## src/rtl/exc_entry_pkg.sv

```systemverilog
package exc_entry_pkg;
  localparam int WORD_W      = 32;
  localparam int FRAME_WORDS = 8;
  localparam int IDX_W       = $clog2(FRAME_WORDS);
  localparam int ALIGN_BIT   = 9;
  localparam int FRAME_BYTES = FRAME_WORDS * 4;

  typedef enum logic [2:0] {
    S_IDLE,
    S_PUSH,
    S_RMSP,
    S_RVEC,
    S_FIN
  } seq_state_e;
endpackage

```

## src/rtl/exc_frame_mux.sv

```systemverilog
module exc_frame_mux
  import exc_entry_pkg::*;
(
  input  logic [IDX_W-1:0]  idx,
  input  logic              sp_bit2,
  input  logic [WORD_W-1:0] xpsr,
  input  logic [WORD_W-1:0] ret_addr,
  input  logic [WORD_W-1:0] lr,
  input  logic [WORD_W-1:0] r12,
  input  logic [WORD_W-1:0] r3,
  input  logic [WORD_W-1:0] r2,
  input  logic [WORD_W-1:0] r1,
  input  logic [WORD_W-1:0] r0,
  output logic [WORD_W-1:0] word
);
  logic [WORD_W-1:0] slot [FRAME_WORDS];
  logic [WORD_W-1:0] xpsr_tagged;

  always_comb begin
    xpsr_tagged            = xpsr;
    xpsr_tagged[ALIGN_BIT] = sp_bit2;
  end

  // slot 0 is the lowest address
  assign slot[0] = r0;
  assign slot[1] = r1;
  assign slot[2] = r2;
  assign slot[3] = r3;
  assign slot[4] = r12;
  assign slot[5] = lr;
  assign slot[6] = ret_addr;
  assign slot[7] = xpsr_tagged;

  assign word = slot[idx];
endmodule

```

## src/rtl/exc_addr_gen.sv

```systemverilog
module exc_addr_gen
  import exc_entry_pkg::*;
#(
  parameter int EXC_W = 6
) (
  input  seq_state_e        state,
  input  logic [WORD_W-1:0] base,
  input  logic [IDX_W-1:0]  idx,
  input  logic [EXC_W-1:0]  exc,
  output logic [WORD_W-1:0] addr
);
  localparam int PAD_I = WORD_W - IDX_W - 2;
  localparam int PAD_E = WORD_W - EXC_W - 2;

  always_comb begin
    case (state)
      S_PUSH:  addr = base + {{PAD_I{1'b0}}, idx, 2'b00};
      S_RVEC:  addr = {{PAD_E{1'b0}}, exc, 2'b00};
      default: addr = '0;
    endcase
  end
endmodule

```

## src/rtl/exc_late_guard.sv

```systemverilog
module exc_late_guard (
  input  logic clk,
  input  logic rst_n,
  input  logic set_i,
  input  logic clr_i,
  output logic block_o
);
  logic block_d;

  always_comb begin
    block_d = block_o;
    if (set_i)      block_d = 1'b1;
    else if (clr_i) block_d = 1'b0;
  end

  always_ff @(posedge clk or negedge rst_n) begin
    if (!rst_n) block_o <= 1'b0;
    else        block_o <= block_d;
  end


  late_set_chk: assert property (@(posedge clk) disable iff (!rst_n)
    set_i |=> block_o);

  late_hold_chk: assert property (@(posedge clk) disable iff (!rst_n)
    block_o && !clr_i && !set_i |=> block_o);
endmodule

```

## src/rtl/exc_entry_seq.sv

```systemverilog
module exc_entry_seq
  import exc_entry_pkg::*;
#(
  parameter int EXC_W = 6
) (
  input  logic              clk,
  input  logic              rst_n,
  input  logic              start,
  input  logic              is_reset,
  input  logic [EXC_W-1:0]  exc_num,
  input  logic [31:0]       sp_in,
  input  logic [31:0]       xpsr_in,
  input  logic [31:0]       ret_addr_in,
  input  logic [31:0]       lr_in,
  input  logic [31:0]       r12_in,
  input  logic [31:0]       r3_in,
  input  logic [31:0]       r2_in,
  input  logic [31:0]       r1_in,
  input  logic [31:0]       r0_in,
  input  logic [31:0]       exc_ret_in,
  input  logic              first_insn,
  input  logic              mem_ready,
  input  logic [31:0]       mem_rdata,
  output logic              mem_req,
  output logic              mem_we,
  output logic [31:0]       mem_addr,
  output logic [31:0]       mem_wdata,
  output logic              sp_we,
  output logic [31:0]       sp_wdata,
  output logic              msp_we,
  output logic [31:0]       msp_wdata,
  output logic              lr_we,
  output logic [31:0]       lr_wdata,
  output logic              pc_we,
  output logic [31:0]       pc_wdata,
  output logic              busy,
  output logic              done,
  output logic              late_block
);
  localparam logic [IDX_W-1:0] IDX_TOP = IDX_W'(FRAME_WORDS - 1);

  // reset: asserted asynchronously, released on a clock edge
  logic [1:0] rsync_q;
  logic       rst_sync_n;
  always_ff @(posedge clk or negedge rst_n) begin
    if (!rst_n) rsync_q <= 2'b00;
    else        rsync_q <= {rsync_q[0], 1'b1};
  end
  assign rst_sync_n = rsync_q[1];

  seq_state_e        state_q, state_d;
  logic [IDX_W-1:0]  idx_q, idx_d;
  logic              cause_q, sp2_q;
  logic [WORD_W-1:0] base_q, msp_q, vec_q;
  logic [EXC_W-1:0]  exc_q;
  logic              cap_start, cap_msp, cap_vec, hs;

  assign hs = mem_req && mem_ready;

  always_comb begin
    state_d   = state_q;
    idx_d     = idx_q;
    cap_start = 1'b0;
    cap_msp   = 1'b0;
    cap_vec   = 1'b0;
    case (state_q)
      S_IDLE: if (start && !late_block) begin
        cap_start = 1'b1;
        idx_d     = IDX_TOP;
        state_d   = is_reset ? S_RMSP : S_PUSH;
      end
      S_PUSH: if (hs) begin
        if (idx_q == '0) state_d = S_RVEC;
        else             idx_d   = idx_q - 1'b1;
      end
      S_RMSP: if (hs) begin
        cap_msp = 1'b1;
        state_d = S_RVEC;
      end
      S_RVEC: if (hs) begin
        cap_vec = 1'b1;
        state_d = S_FIN;
      end
      default: state_d = S_IDLE;
    endcase
  end

  always_ff @(posedge clk or negedge rst_sync_n) begin
    if (!rst_sync_n) begin
      state_q <= S_IDLE;
      idx_q   <= '0;
    end else begin
      state_q <= state_d;
      idx_q   <= idx_d;
    end
  end

  always_ff @(posedge clk) begin
    if (cap_start) begin
      cause_q <= is_reset;
      sp2_q   <= sp_in[2];
      exc_q   <= exc_num;
      base_q  <= {sp_in[WORD_W-1:3], 3'b000} - WORD_W'(FRAME_BYTES);
    end
    if (cap_msp) msp_q <= mem_rdata;
    if (cap_vec) vec_q <= mem_rdata;
  end

  exc_frame_mux u_mux (
    .idx(idx_q), .sp_bit2(sp2_q), .xpsr(xpsr_in), .ret_addr(ret_addr_in),
    .lr(lr_in), .r12(r12_in), .r3(r3_in), .r2(r2_in), .r1(r1_in),
    .r0(r0_in), .word(mem_wdata)
  );

  exc_addr_gen #(.EXC_W(EXC_W)) u_addr (
    .state(state_q), .base(base_q), .idx(idx_q), .exc(exc_q), .addr(mem_addr)
  );

  exc_late_guard u_late (
    .clk(clk), .rst_n(rst_sync_n), .set_i(done), .clr_i(first_insn),
    .block_o(late_block)
  );

  assign mem_req   = (state_q == S_PUSH) || (state_q == S_RMSP) || (state_q == S_RVEC);
  assign mem_we    = (state_q == S_PUSH);
  assign busy      = (state_q != S_IDLE);
  assign done      = (state_q == S_FIN);
  assign pc_we     = done;
  assign pc_wdata  = vec_q;
  assign lr_we     = done && !cause_q;
  assign lr_wdata  = exc_ret_in;
  assign sp_we     = done && !cause_q;
  assign sp_wdata  = base_q;
  assign msp_we    = done && cause_q;
  assign msp_wdata = msp_q;


  mem_hold_chk: assert property (@(posedge clk) disable iff (!rst_sync_n)
    mem_req && !mem_ready |=> mem_req && $stable(mem_addr) && $stable(mem_we)
                              && $stable(mem_wdata));

  push_order_chk: assert property (@(posedge clk) disable iff (!rst_sync_n)
    mem_we && hs && (idx_q != '0) |=> mem_we && (mem_addr == $past(mem_addr) - 32'd4));

  vec_after_push_chk: assert property (@(posedge clk) disable iff (!rst_sync_n)
    mem_we && hs && (idx_q == '0) |=> mem_req && !mem_we
      && (mem_addr == {{(WORD_W-EXC_W-2){1'b0}}, exc_q, 2'b00}));

  reset_nowrite_chk: assert property (@(posedge clk) disable iff (!rst_sync_n)
    busy && cause_q |-> !mem_we && !sp_we && !lr_we);

  done_pulse_chk: assert property (@(posedge clk) disable iff (!rst_sync_n)
    done |=> !done && !busy);

  sp_align_chk: assert property (@(posedge clk) disable iff (!rst_sync_n)
    sp_we |-> (sp_wdata[2:0] == 3'b000));
endmodule

```

## config.mk

```make
export PLATFORM = sky130hd
export DESIGN_NAME = exc_entry_seq
export DESIGN_NICKNAME = d
export VERILOG_FILES = /design/src/rtl/exc_entry_pkg.sv /design/src/rtl/exc_frame_mux.sv /design/src/rtl/exc_addr_gen.sv /design/src/rtl/exc_late_guard.sv /design/src/rtl/exc_entry_seq.sv
export SDC_FILE = /design/constraint.sdc
export NUM_CORES = 1
export LEC_CHECK = 0
export ABC_CLOCK_PERIOD_IN_PS = 1870
export BUFFER_PORTS_ARGS = -buffer_cell sky130_fd_sc_hd__buf_2
export CAP_MARGIN = 30
export CORE_AREA = 4 4 220 222
export CTS_BUF_LIST = sky130_fd_sc_hd__clkbuf_16
export DETAILED_ROUTE_END_ITERATION = 12
export DIE_AREA = 0 0 224 226
export GPL_TIMING_DRIVEN = 0
export PLACE_DENSITY = 0.48
export SLEW_MARGIN = 0
export SYNTH_ARGS = -nofsm -noshare
export SYNTH_HDL_FRONTEND = slang
export SYNTH_HIERARCHICAL = 1
export SYNTH_SLANG_ARGS = --single-unit
```

## constraint.sdc

```tcl
create_clock -name clk -period 1.87 [get_ports clk]
set_input_delay 0.2805 -clock clk [delete_from_list [all_inputs] [get_ports clk]]
set_output_delay 0.2805 -clock clk [all_outputs]
set_load 0.01 [all_outputs]
```

After elaboration in Yosys (flattened, before gate mapping)

Index checks and enable logic that the tools add are counted.
Widths: inputs -> output; s select.

Register bits after elaboration: 113
Bits of input ports: 364
Output and inout port bits: 201

$add $sub $neg: 3
Bitwise logic cells: 1
Reductions and logical operators: 15
$lt $le $gt $ge: 1
Equality and inequality tests: 10
Muxes and demuxes: 22

Operators by type and width:

| cell                  | count |
|---|---|
| $bmux 32 s3           | 1 |
| $mux 32               | 2 |
| $pmux 32 s2           | 1 |
| $add 32x5->32         | 1 |
| $sub 32x6->32 const B | 1 |
| $mux 3                | 8 |
| $pmux 3 s4            | 1 |
| $ne 2x2->1 const B    | 4 |
| $mux 1                | 7 |
| $eq 3x2->1 const B    | 2 |
| $logic_not 3->1       | 2 |
| $pmux 3 s2            | 1 |
| $reduce_and 5->1      | 1 |
| $ge 4x4->1 const B    | 1 |
| $logic_and 1x1->1     | 4 |
| $ne 2x1->1 const B    | 2 |
| $not 3->4             | 1 |
| $reduce_and 4->1      | 1 |
| $reduce_bool 2->1     | 2 |
| $eq 3x1->1 const B    | 1 |
| $eq 3x3->1 const B    | 1 |
| $reduce_bool 3->1     | 1 |
| $sub 3x1->3 const B   | 1 |
| $logic_not 1->1       | 2 |
| other kinds (2)       | 3 |

Depth between registers and ports, before layout

Gate-level depths: netlist of the first run.

Depth in word-level cells: 6
Depth in mapped cells: 7
Gate-level depth less buffers: 6

Modules after synthesis

The synthesis of the first run kept the hierarchy.

By module, submodules not included:

| module         | area each (um^2) | cells each | instances |
|---|---|---|---|
| exc_entry_seq  | 4321.6           | 263        | 1 |
| exc_frame_mux  | 2073.2           | 114        | 1 |
| exc_addr_gen   | 993.5            | 156        | 1 |
| exc_late_guard | 36.3             | 3          | 1 |

Worst setup path before layout of the first run

No wires, ideal clock.

Kind: reg2reg
Start point: register state_q[0]
End point: register msp_q[0], in the netlist msp_wdata[0], enable pin
Arrival time: 3.783 ns
Stages on the path, launching flop included: 3
Required time: 1.367 ns
Path buffers: 1
Setup time: 0.503 ns
Slack: -2.415 ns
Cells stage by stage: dfrtp_1 > buf_1 > nor4bb_1

Cells in the longest elaborated chain, start to end: 6

Ends and longest elaborated chain:

| what                                            | line                                      | source |
|---|---|---|
| start: declaration                              | exc_entry_seq.sv:51                       | `seq_state_e state_q, state_d;` |
| start signal: assignment                        | exc_entry_seq.sv:93                       | `state_q <= state_d;` |
| $eq 3x1->1 / $eq 3x2->1 (equally long branches) | exc_entry_seq.sv:124, exc_entry_seq.sv:66 |  |
| $logic_or 1x1->1 (2 in a row)                   | exc_entry_seq.sv:124                      | `assign mem_req = (state_q == S_PUSH) \|\| (state_q == S_RMSP) \|\| (state_q == S_RVEC);` |
| $logic_and 1x1->1                               | exc_entry_seq.sv:58                       | `assign hs = mem_req && mem_ready;` |
| $mux 1                                          | exc_entry_seq.sv:76                       | `S_RMSP: if (hs) begin` |
| $mux 1 *                                        | exc_entry_seq.sv:66                       | `case (state_q)` |
| via cap_msp                                     | exc_entry_seq.sv:56                       | `logic cap_start, cap_msp, cap_vec, hs;` |
| end signal: assignment                          | exc_entry_seq.sv:105                      | `if (cap_msp) msp_q <= mem_rdata;` |
| end: declaration                                | exc_entry_seq.sv:54                       | `logic [WORD_W-1:0] base_q, msp_q, vec_q;` |

Mark *: on every way through the listed nets, which the timed path passes. The rest lies on a longest branch.
A chain may end at the register's enable or synchronous reset.

Worst setup path in the final report of the first run

Start point: register base_q[3], in the netlist sp_wdata[3]
End point: output port mem_addr[12]

Cells in the longest elaborated chain, start to end: 2

Ends and longest elaborated chain:

| what                     | line                 | source |
|---|---|---|
| start: declaration       | exc_entry_seq.sv:54  |  |
| start signal: assignment | exc_entry_seq.sv:103 | `base_q <= {sp_in[WORD_W-1:3], 3'b000} - WORD_W'(FRAME_BYTES);` |
| $add 32x5->32            | exc_addr_gen.sv:17   | `S_PUSH: addr = base + {{PAD_I{1'b0}}, idx, 2'b00};` |
| $pmux 32 s2              | exc_addr_gen.sv:16   | `case (state)` |
| end: declaration         | exc_entry_seq.sv:26  | `output logic [31:0] mem_addr,` |

No other way between the ends.

==> results of run 1 <==
==> metrics by stage <==
step	setup TNS [ps]	cell area (sq um)	instances	worst slack (ps)	util [%]
final	-34720	12900	1767	-699	27.9
after global routing	-40510	12900	1763	-809	27.9
after CTS	-38090	12600	1743	-747	27.2
after detailed placement	-50090	11300	1678	-842	24.4
after global placement	-124360	11200	1672	-1080	24.2
after floorplan	-23980	7830	541	-327	-
==> timing repair <==
item	in CTS	in global routing
hold buffers	1	0
setup buffers	42	21
pin swaps	40	24
gates resized for setup	179	72
endpoints found under the hold margin	2	0
endpoints found under the setup margin	141	74
cloned	7	4
==> power groups by stage <==
| stage | Clock [mW] | Combinational [mW] | Sequential, mW |
|---|---|---|---|
| floorplan | 0 | 4.55 | 3.49 |
| global placement | 0 | 7.50 | 3.47 |
| detailed placement | 0 | 7.65 | 3.46 |
| CTS | 2.18 | 10.1 | 3.38 |
| global route | 2.27 | 11.2 | 3.41 |
| finish | 2.09 | 10.6 | 3.36 |
==> sequential cells by signal, indices dropped and copies added, names as in the netlist <==
name,count
pc_wdata,32
msp_wdata,32
idx_q,3
state_q,3
exc_q,6
cause_q,1
sp_wdata,29
u_late/block_o,1
sp2_q,1
rsync_q,2
==> kinds of logic (layout without fill, tap and decap cells) <==
| family | Yosys count | count (layout) | synth area share [%] |
|---|---|---|---|
| xor+xnor | 32 | 32 | 3.77 |
| mux | 100 | 100 | 26.8 |
| buf+inv | 82 | 694 | 7.03 |
| compound gates | 54 | 54 | 4.67 |
| other cells | 2 | 14 | 0.101 |
| simple gates | 149 | 149 | 12.4 |
| flops | 110 | 110 | 43.9 |
| fa+ha+maj | 7 | 7 | 1.28 |
==> worst paths after layout <==
kind	startpoint	endpoint	slack, ps	cells after the start
max in group asynchronous	rsync_q[1]	idx_q[0]	1500	0
min reg2reg	rsync_q[1]	state_q[1]	120	0
min in group asynchronous	rsync_q[1]	state_q[1]	120	0
max	sp_wdata[3]	mem_addr[12]	-700	8
min	sp_in[4]	sp_wdata[4]	60	1
max reg2reg	state_q[0]	sp_wdata[19]	90	4
==> per-layer routing <==
metal / routed length (um) / vias up / share of wire, % / global-route usage, %
met5: 50 / - / 0.13 / 0
met4: 972 / 6 / 2.5 / 4.93
met3: 2870 / 54 / 7.5 / 3.78
met2: 20400 / 324 / 53 / 25.5
met1: 14000 / 3564 / 37 / 15.5
li1: - / 3327 / - / -
==> worst register-to-register path: cells and delay by family (launching register included) <==
family                 cells  cell delay, ps
AND/OR/NAND/NOR            2             670
buffers and inverters      2             340
flip-flops                 1             460
==> Yosys cell counts (all sizes together) (3+ instances only) <==
cell      n
and4      6
xor2     20
ha        6
nor2     24
inv      11
nor4      6
nor2b     4
and2      9
nor3      7
buf      60
a21oi    21
or4      15
nand3     7
mux2i     4
dfrtp     9
mux4     64
mux2     32
nor3b     5
or3       6
xnor2    12
clkbuf   11
edfxtp  101
nand4    14
nand2    30
nor4b     3
o21ai     5
o31ai    13
nand4b    3
or3b      3
a21o      4
==> area by class of cell <==
class,instances,area [sq um]
well taps,607,759
inverters,11,41.3
diodes,7,17.5
fillers,4901,33400
clock inverters,7,98.8
plain buffers,68,673
multi-input cells,349,4130
repair buffers,599,3730
flip-flops and latches,110,3260
clock buffers,9,225
==> flow_metrics.tcl, run 1 <==
set metrics [dict create \
    async_flop_share_pct 8.18 \
    fin_ws_ps -699 \
    drc 0 \
    slowest_stage "edfxtp_1" \
    overflow 0 \
    cp_top_family "buffers and inverters" \
    yosysWarningCount 6 \
    viasPerCell 4.12 \
    finalMaxSlewViolations 0 \
    route.vias.total 7275 \
    post-route-period-util_pct 137 \
    power_leakage_nw 5.66 \
    syn_avg_cell_area_sq_um 13.9 \
    start_kind "register" \
    portBuffers 524 \
    drive_gt1_share_pct 75.7 \
    cts_root_buf "clkbuf_16" \
    clkPwrFrac_pct 13.1 \
    hold_viol 0 \
    p_int_mw 9.84 \
    synth_cell_types 58 \
    die_y_um 226 \
    core_sq_um 46400 \
    htree_num_levels 3 \
    dr.pass1.iters 4 \
    grt_setup_unrepaired "true" \
    syn_inst 536 \
    fp.dieW_um 224 \
    numCtsBuffers 9 \
    worstPathMaxFanout 5 \
    grt_pass1_vias 7611 \
    final_cell_mix "buf_2 (474), edfxtp_1 (101), buf_4 (97)" \
    failed_checks "setup timing" \
    pwr-share-comb_pct 66.0 \
    wl_per_cell_um 21.7 \
    vdd_ir_drop_max_mv 0.793 \
    whs_ps 57.5 \
    clkSinkCount 110 \
    die_area_sq_um 50600 \
    grt_pass1_wl_mm 52.1 \
    path_clk_slew_ps 100 \
    ys_top_cells_by_area "edfxtp_1 (41%), mux4_1 (14%), mux4_2 (7.3%)" \
    place_congestion 0.854 \
    fin_crit_ps 2570 \
    maxCapViolations 0 \
    initial_core_util_pct 16.0 \
    cp.arrival_ps 2290 \
    setup_viol 62 \
    place.detailed.hpwl_mm 31.6 \
    area_delta_synth_final_pct 74.3 \
    hold_class "in -> reg" \
    wirelength_mm 38.3 \
    antenna_found_initial 19 \
    skew_ps 24.0 \
    cp_cell_sequence "buf_4, fa_2, a21oi_4, buf_8, nor4b_4, xnor2_1, nor2_1, buf_2" \
    path_class "reg -> out" \
    grt_max_degree 25 \
    ys.flop_type "edfxtp_1" \
    end_kind "output pin" \
    outcome "complete, but fails checks" \
    crit_required_ps 1590 \
    final_common_cell "buf_2" \
    fmax_mhz 389 \
    num_rows 79 \
    gr-usage-all-layers_pct 13.9 \
    cellPowerDensity_nw_per_um2 1240 \
    swShare_pct 38.6 \
    power.total_mw 16.0 \
    num-nets-final 1519 \
    synth_top_cell_by_area "edfxtp_1" \
    ios 565 \
    synth_edf_count 101 \
    clk_path_buf_depth 2 \
    critPathBufInv 3 \
    ys_ff_latch 110 \
    p_sw_mw 6.18 \
    drtAntennaViolNets 0 \
    synth.yosys.seq_area_share_pct 43.9 \
    seq_power_share_pct 21.0 \
    cp_slowest_stage_delay_ps 500 \
    worst_skew_pair.late_latency_ps 390 \
    yosys.area.top_type_share_pct 40.8 \
    drt_iter0_drc 264 \
    tritoncts "done" \
    netlist_area_sq_um 7420 \
]
Power figures use the tool's default switching activity.
==> run 2, diff against run 1 <==
Settings changed: SKIP_LAST_GASP from default to 1.
==> run 2 against run 1 <==
  * The run still ends with setup timing left
  * Combinational power barely moved
  * Power barely moved
  * Core utilization barely moved
  * Die area did not move
  * Sequential power barely moved
  * Critical path depth did not move
  * Global-route usage fell by 0.062 points
  * Non-clock buffer count rose by 6
  * Largest cell class unchanged
  * Largest power group unchanged
==> flow_metrics.tcl, run 2 (synthesized netlist as in run 1, its figures left out) <==
set metrics [dict create \
    drive_gt1_share_pct 75.5 \
    clkPwrFrac_pct 13.0 \
    worst_skew_pair.late_latency_ps 390 \
    p_int_mw 9.86 \
    cp.arrival_ps 2280 \
    post-route-period-util_pct 137 \
    regArea_sq_um 3260 \
    cts_root_buf "clkbuf_16" \
    dr.pass1.iters 4 \
    overflow 0 \
    tritoncts "done" \
    nFillCells 4900 \
    gr-usage-all-layers_pct 13.9 \
    hold_viol 0 \
    vdd_ir_drop_max_mv 0.797 \
    seq_power_share_pct 21.0 \
    die_area_sq_um 50600 \
    fin_crit_ps 2560 \
    viasPerCell 4.14 \
    wirelength_mm 38.4 \
    maxCapViolations 0 \
    core_sq_um 46400 \
    place.detailed.hpwl_mm 31.6 \
    numCtsBuffers 9 \
    cp_slowest_stage_delay_ps 480 \
    pwr-share-comb_pct 66.0 \
    route.vias.total 7331 \
    skew_ps 24.7 \
    start_kind "register" \
    slowest_stage "edfxtp_1" \
    drtAntennaViolNets 0 \
    num_rows 79 \
    final_cell_mix "buf_2 (478), buf_4 (102), edfxtp_1 (101)" \
    place_congestion 0.854 \
    area_delta_synth_final_pct 74.6 \
    fp.dieW_um 224 \
    final_common_cell "buf_2" \
    clk_path_buf_depth 2 \
    instances_no_fill 1772 \
    path_clk_slew_ps 100 \
    fmax_mhz 391 \
    drc 0 \
    grt_setup_unrepaired "true" \
    grt_pass1_wl_mm 51.8 \
    wl_per_cell_um 21.7 \
    end_kind "output pin" \
    crit_top_cell "buf_4" \
    grt_max_degree 25 \
    cellPowerDensity_nw_per_um2 1240 \
    power_leakage_nw 5.69 \
    worstPathMaxFanout 7 \
    whs_ps 56.4 \
    drt_iter0_drc 308 \
    grt_pass1_vias 7587 \
    die_y_um 226 \
    cp_cell_sequence "buf_4, fa_2, a21o_4, buf_4, nand4_1, xor2_1, nor2_1, buf_2" \
    swShare_pct 38.5 \
    critPathBufInv 3 \
    portBuffers 524 \
    clkSinkCount 110 \
    multiInputGateArea_sq_um 4110 \
    crit_required_ps 1590 \
    fin_ws_ps -688 \
    outcome "complete, but fails checks" \
    tns_ps -34770 \
    path_class "reg -> out" \
    initial_core_util_pct 16.0 \
    dp_cells 1678 \
    hold_class "in -> reg" \
    ios 565 \
    cp_top_family "flip-flops" \
    p_sw_mw 6.17 \
    failed_checks "setup timing" \
    finalMaxSlewViolations 0 \
    htree_num_levels 3 \
    antenna_found_initial 19 \
    num-nets-final 1525 \
    setup_viol 63 \
]
run 2: worst paths after layout:
check	depth (start not counted)	endpoint	start	slack, ps
max in group asynchronous	0	idx_q[0]	rsync_q[1]	1500
setup / recovery	8	mem_addr[8]	sp_wdata[3]	-690
setup reg to reg	4	sp_wdata[19]	state_q[0]	80
hold reg to reg	0	state_q[1]	rsync_q[1]	120
hold / removal	1	sp_wdata[4]	sp_in[4]	60
min in group asynchronous	0	state_q[1]	rsync_q[1]	120
run 2: layout make-up:
type | count | area share (%)
Tap cell | 607 | 5.86
Antenna cell | 6 | 0.116
Buffer | 69 | 5.25
Clock inverter | 7 | 0.763
Inverter | 11 | 0.319
Sequential cell | 110 | 25.2
Timing Repair Buffer | 604 | 29.1
Multi-Input combinational cell | 349 | 31.7
Clock buffer | 9 | 1.74
run 2: stage by stage:
| stage | worst slack [ps] | total power, mW | utilization, % | area [sq um] |
|---|---|---|---|---|
| final | -688 | 16.0 | 28.0 | 13000 |
| after global routing | -821 | 16.9 | 27.9 | 13000 |
| after CTS | -747 | 15.3 | 26.9 | 12500 |
| after detailed placement | -842 | 11.1 | 24.4 | 11300 |
| after global placement | -1080 | 11.0 | 24.2 | 11200 |
| after floorplan | -327 | 8.04 | - | 7830 |
run 2: power groups by stage:
| stage | combinational [mW] | sequential [mW] | clock [mW] |
|---|---|---|---|
| finish | 10.6 | 3.36 | 2.09 |
| floorplan | 4.55 | 3.49 | 0 |
| detailed placement | 7.65 | 3.46 | 0 |
| global placement | 7.50 | 3.47 | 0 |
| CTS | 9.75 | 3.37 | 2.18 |
| global route | 11.2 | 3.41 | 2.27 |
run 2: per-layer routing:
metal,share of wire [%],up-vias,global-route usage [%]
met2,54,345,25.5
li1,-,3340,-
met3,7.3,54,3.65
met1,37,3586,15.5
met5,0.14,-,0
met4,2.5,6,4.73
run 2: repair_timing:
action,in CTS,in global routing
gates cloned,7,5
hold buffers,1,0
setup buffers,42,26
pin swaps,40,27
endpoints found under the setup margin,141,74
resized for setup,146,91
hold endpoints to repair,2,0
run 2: worst register-to-register path: stages (launching register included):
cell,delay (ps)
dfrtp_2,460
or3b_4,440
nor3_4,220
buf_8,170
buf_16,170
==> run 3, diff against run 2 <==
Settings changed: CORE_AREA 4 4 220 222 to 2 2 218 220, DIE_AREA 0 0 224 226 to 0 0 220 222.
==> run 3 against run 2 <==
  * The flow still finishes with violations (setup timing)
  * Core utilization up 0.27 points
  * Setup slack worse by 17 ps
  * Wire length is 2.0% higher
  * Global-route usage grew 1.4 points
  * Critical path depth fell by 1
  * Sequential power about the same
  * Flip-flop and latch count unchanged
  * Final cell count is essentially flat
  * Maximum frequency fell by 0.66%
  * Register-to-register slack worse by 60 ps
  * Count of clock-buffer cells in the layout unchanged
  * Sequential share of layout area is 0.19 points lower
  * Critical endpoint is now mem_addr[27]
  * Largest cell class unchanged
==> flow_metrics.tcl, run 3 (synthesized netlist as in run 1, its figures left out) <==
set metrics [dict create \
    tritoncts "done" \
    dp_cells 1678 \
    route.vias.total 7381 \
    tns_ps -34090 \
    power.total_mw 16.4 \
    reg2reg_depth 4 \
    antenna_found_initial 31 \
    worst_skew_pair.late_latency_ps 390 \
    final_common_cell "buf_2" \
    overflow 0 \
    drt_iter0_drc 334 \
    holdPathStages 1 \
    r2r-start "state_q[0]" \
    dr.pass1.iters 4 \
    end_kind "output pin" \
    drtAntennaViolNets 0 \
    outcome "complete, but fails checks" \
    numCtsBuffers 9 \
    finalMaxSlewViolations 0 \
    maxCapViolations 0 \
    place_congestion 0.873 \
    viasPerCell 4.16 \
    htree_num_levels 3 \
    drc 0 \
    skew_ps 19.5 \
    num-nets-final 1524 \
    cts_root_buf "clkbuf_16" \
    path_clk_slew_ps 100 \
    startpoint "sp_wdata[3]" \
    wirelength_mm 39.1 \
    fin_crit_ps 2570 \
    path_class "reg -> out" \
    fp.dieW_um 220 \
    crit_required_ps 1590 \
    core_sq_um 46300 \
    fmax_mhz 388 \
    die_area_sq_um 48800 \
    grt_setup_unrepaired "true" \
    final_cell_mix "buf_2 (480), edfxtp_1 (101), buf_4 (94)" \
    hold_start "sp_in[2]" \
    die_y_um 222 \
    hold_class "in -> reg" \
    setup_viol 65 \
    drive_gt1_share_pct 75.1 \
    grt_max_degree 25 \
    grt_pass1_vias 7767 \
    ios 565 \
    portBuffers 524 \
    post-route-period-util_pct 138 \
    vdd_ir_drop_max_mv 0.856 \
    instances_no_fill 1773 \
    cellPowerDensity_nw_per_um2 1250 \
    cp.arrival_ps 2290 \
    nFillCells 4889 \
    gr-usage-all-layers_pct 15.3 \
    power_leakage_nw 5.74 \
    wl_per_cell_um 22.1 \
    grt_pass1_wl_mm 53.6 \
    initial_core_util_pct 16.0 \
    hold_viol 0 \
    area_delta_synth_final_pct 75.9 \
    fin_ws_ps -705 \
    clk_path_buf_depth 2 \
    failed_checks "setup timing" \
    worstPathMaxFanout 10 \
    start_kind "register" \
    place.detailed.hpwl_mm 32.2 \
    clkSinkCount 110 \
    num_rows 79 \
]
[run 3: cell count changes in the layout (fill, tap and decap cells not counted), sizes merged]
cell,before,now
clkbuf,21,17
diode,6,8
buf,660,663
inv,16,17
clkinv,2,1
[run 3: final timing paths]
kind	to	slack, ps
worst max-delay path	mem_addr[27]	-700
worst min-delay path	sp2_q	60
worst max register to register	sp_wdata[18]	20
worst min register to register	state_q[1]	130
max in group asynchronous	idx_q[1]	1490
min in group asynchronous	state_q[1]	130
[run 3: critical path: stages, from the launching register on]
cell and delay, ps:
edfxtp_1 480, ha_2 220, a21o_1 140, a21oi_4 80, clkbuf_16 170, or4_4 520, a21oi_4 160, buf_6 130
[run 3: per-layer routing]
metal	part of all wire, %	wire length (um)	global-route usage [%]	up-vias
met2	54	21100	28.8	360
met5	0.11	44	0	-
met4	2.4	942	5.24	6
met3	7.8	3060	3.79	79
met1	36	14000	16.3	3598
li1	-	-	-	3338
[run 3: layout make-up]
type | instances | area (sq um) | area share (%)
Inverter | 11 | 41.3 | 0.316
Clock buffer | 9 | 225 | 1.72
Tap cell | 607 | 759 | 5.82
Multi-Input combinational cell | 349 | 4140 | 31.7
Antenna cell | 8 | 20.0 | 0.153
Timing Repair Buffer | 604 | 3820 | 29.3
Clock inverter | 7 | 96.3 | 0.738
Sequential cell | 110 | 3260 | 25.0
Buffer | 68 | 694 | 5.32
[run 3: power breakdown]
part / internal (mW) / switching, mW
registers: 3.11 / 0.233
logic: 5.95 / 4.96
clock network: 0.996 / 1.12
[run 3: what timing repair did]
action                                 CTS  global route
setup buffers                           42            30
endpoints found under the hold margin    2             0
resized for setup                      181            78
cloned                                   8             2
pin swaps                               23            25
hold buffers                             1             0
setup endpoints to repair              130            87
[run 3: stage by stage]
stage	worst slack (ps)	cell area [sq um]	hold slack, ps	utilization, %
CTS	-745	12800	20.4	27.6
finish	-705	13100	62.3	28.2
detailed placement	-781	11300	68.8	24.5
floorplan	-327	7830	-15.1	-
global route	-778	13000	35.2	28.2
global placement	-1110	11200	67.1	24.2
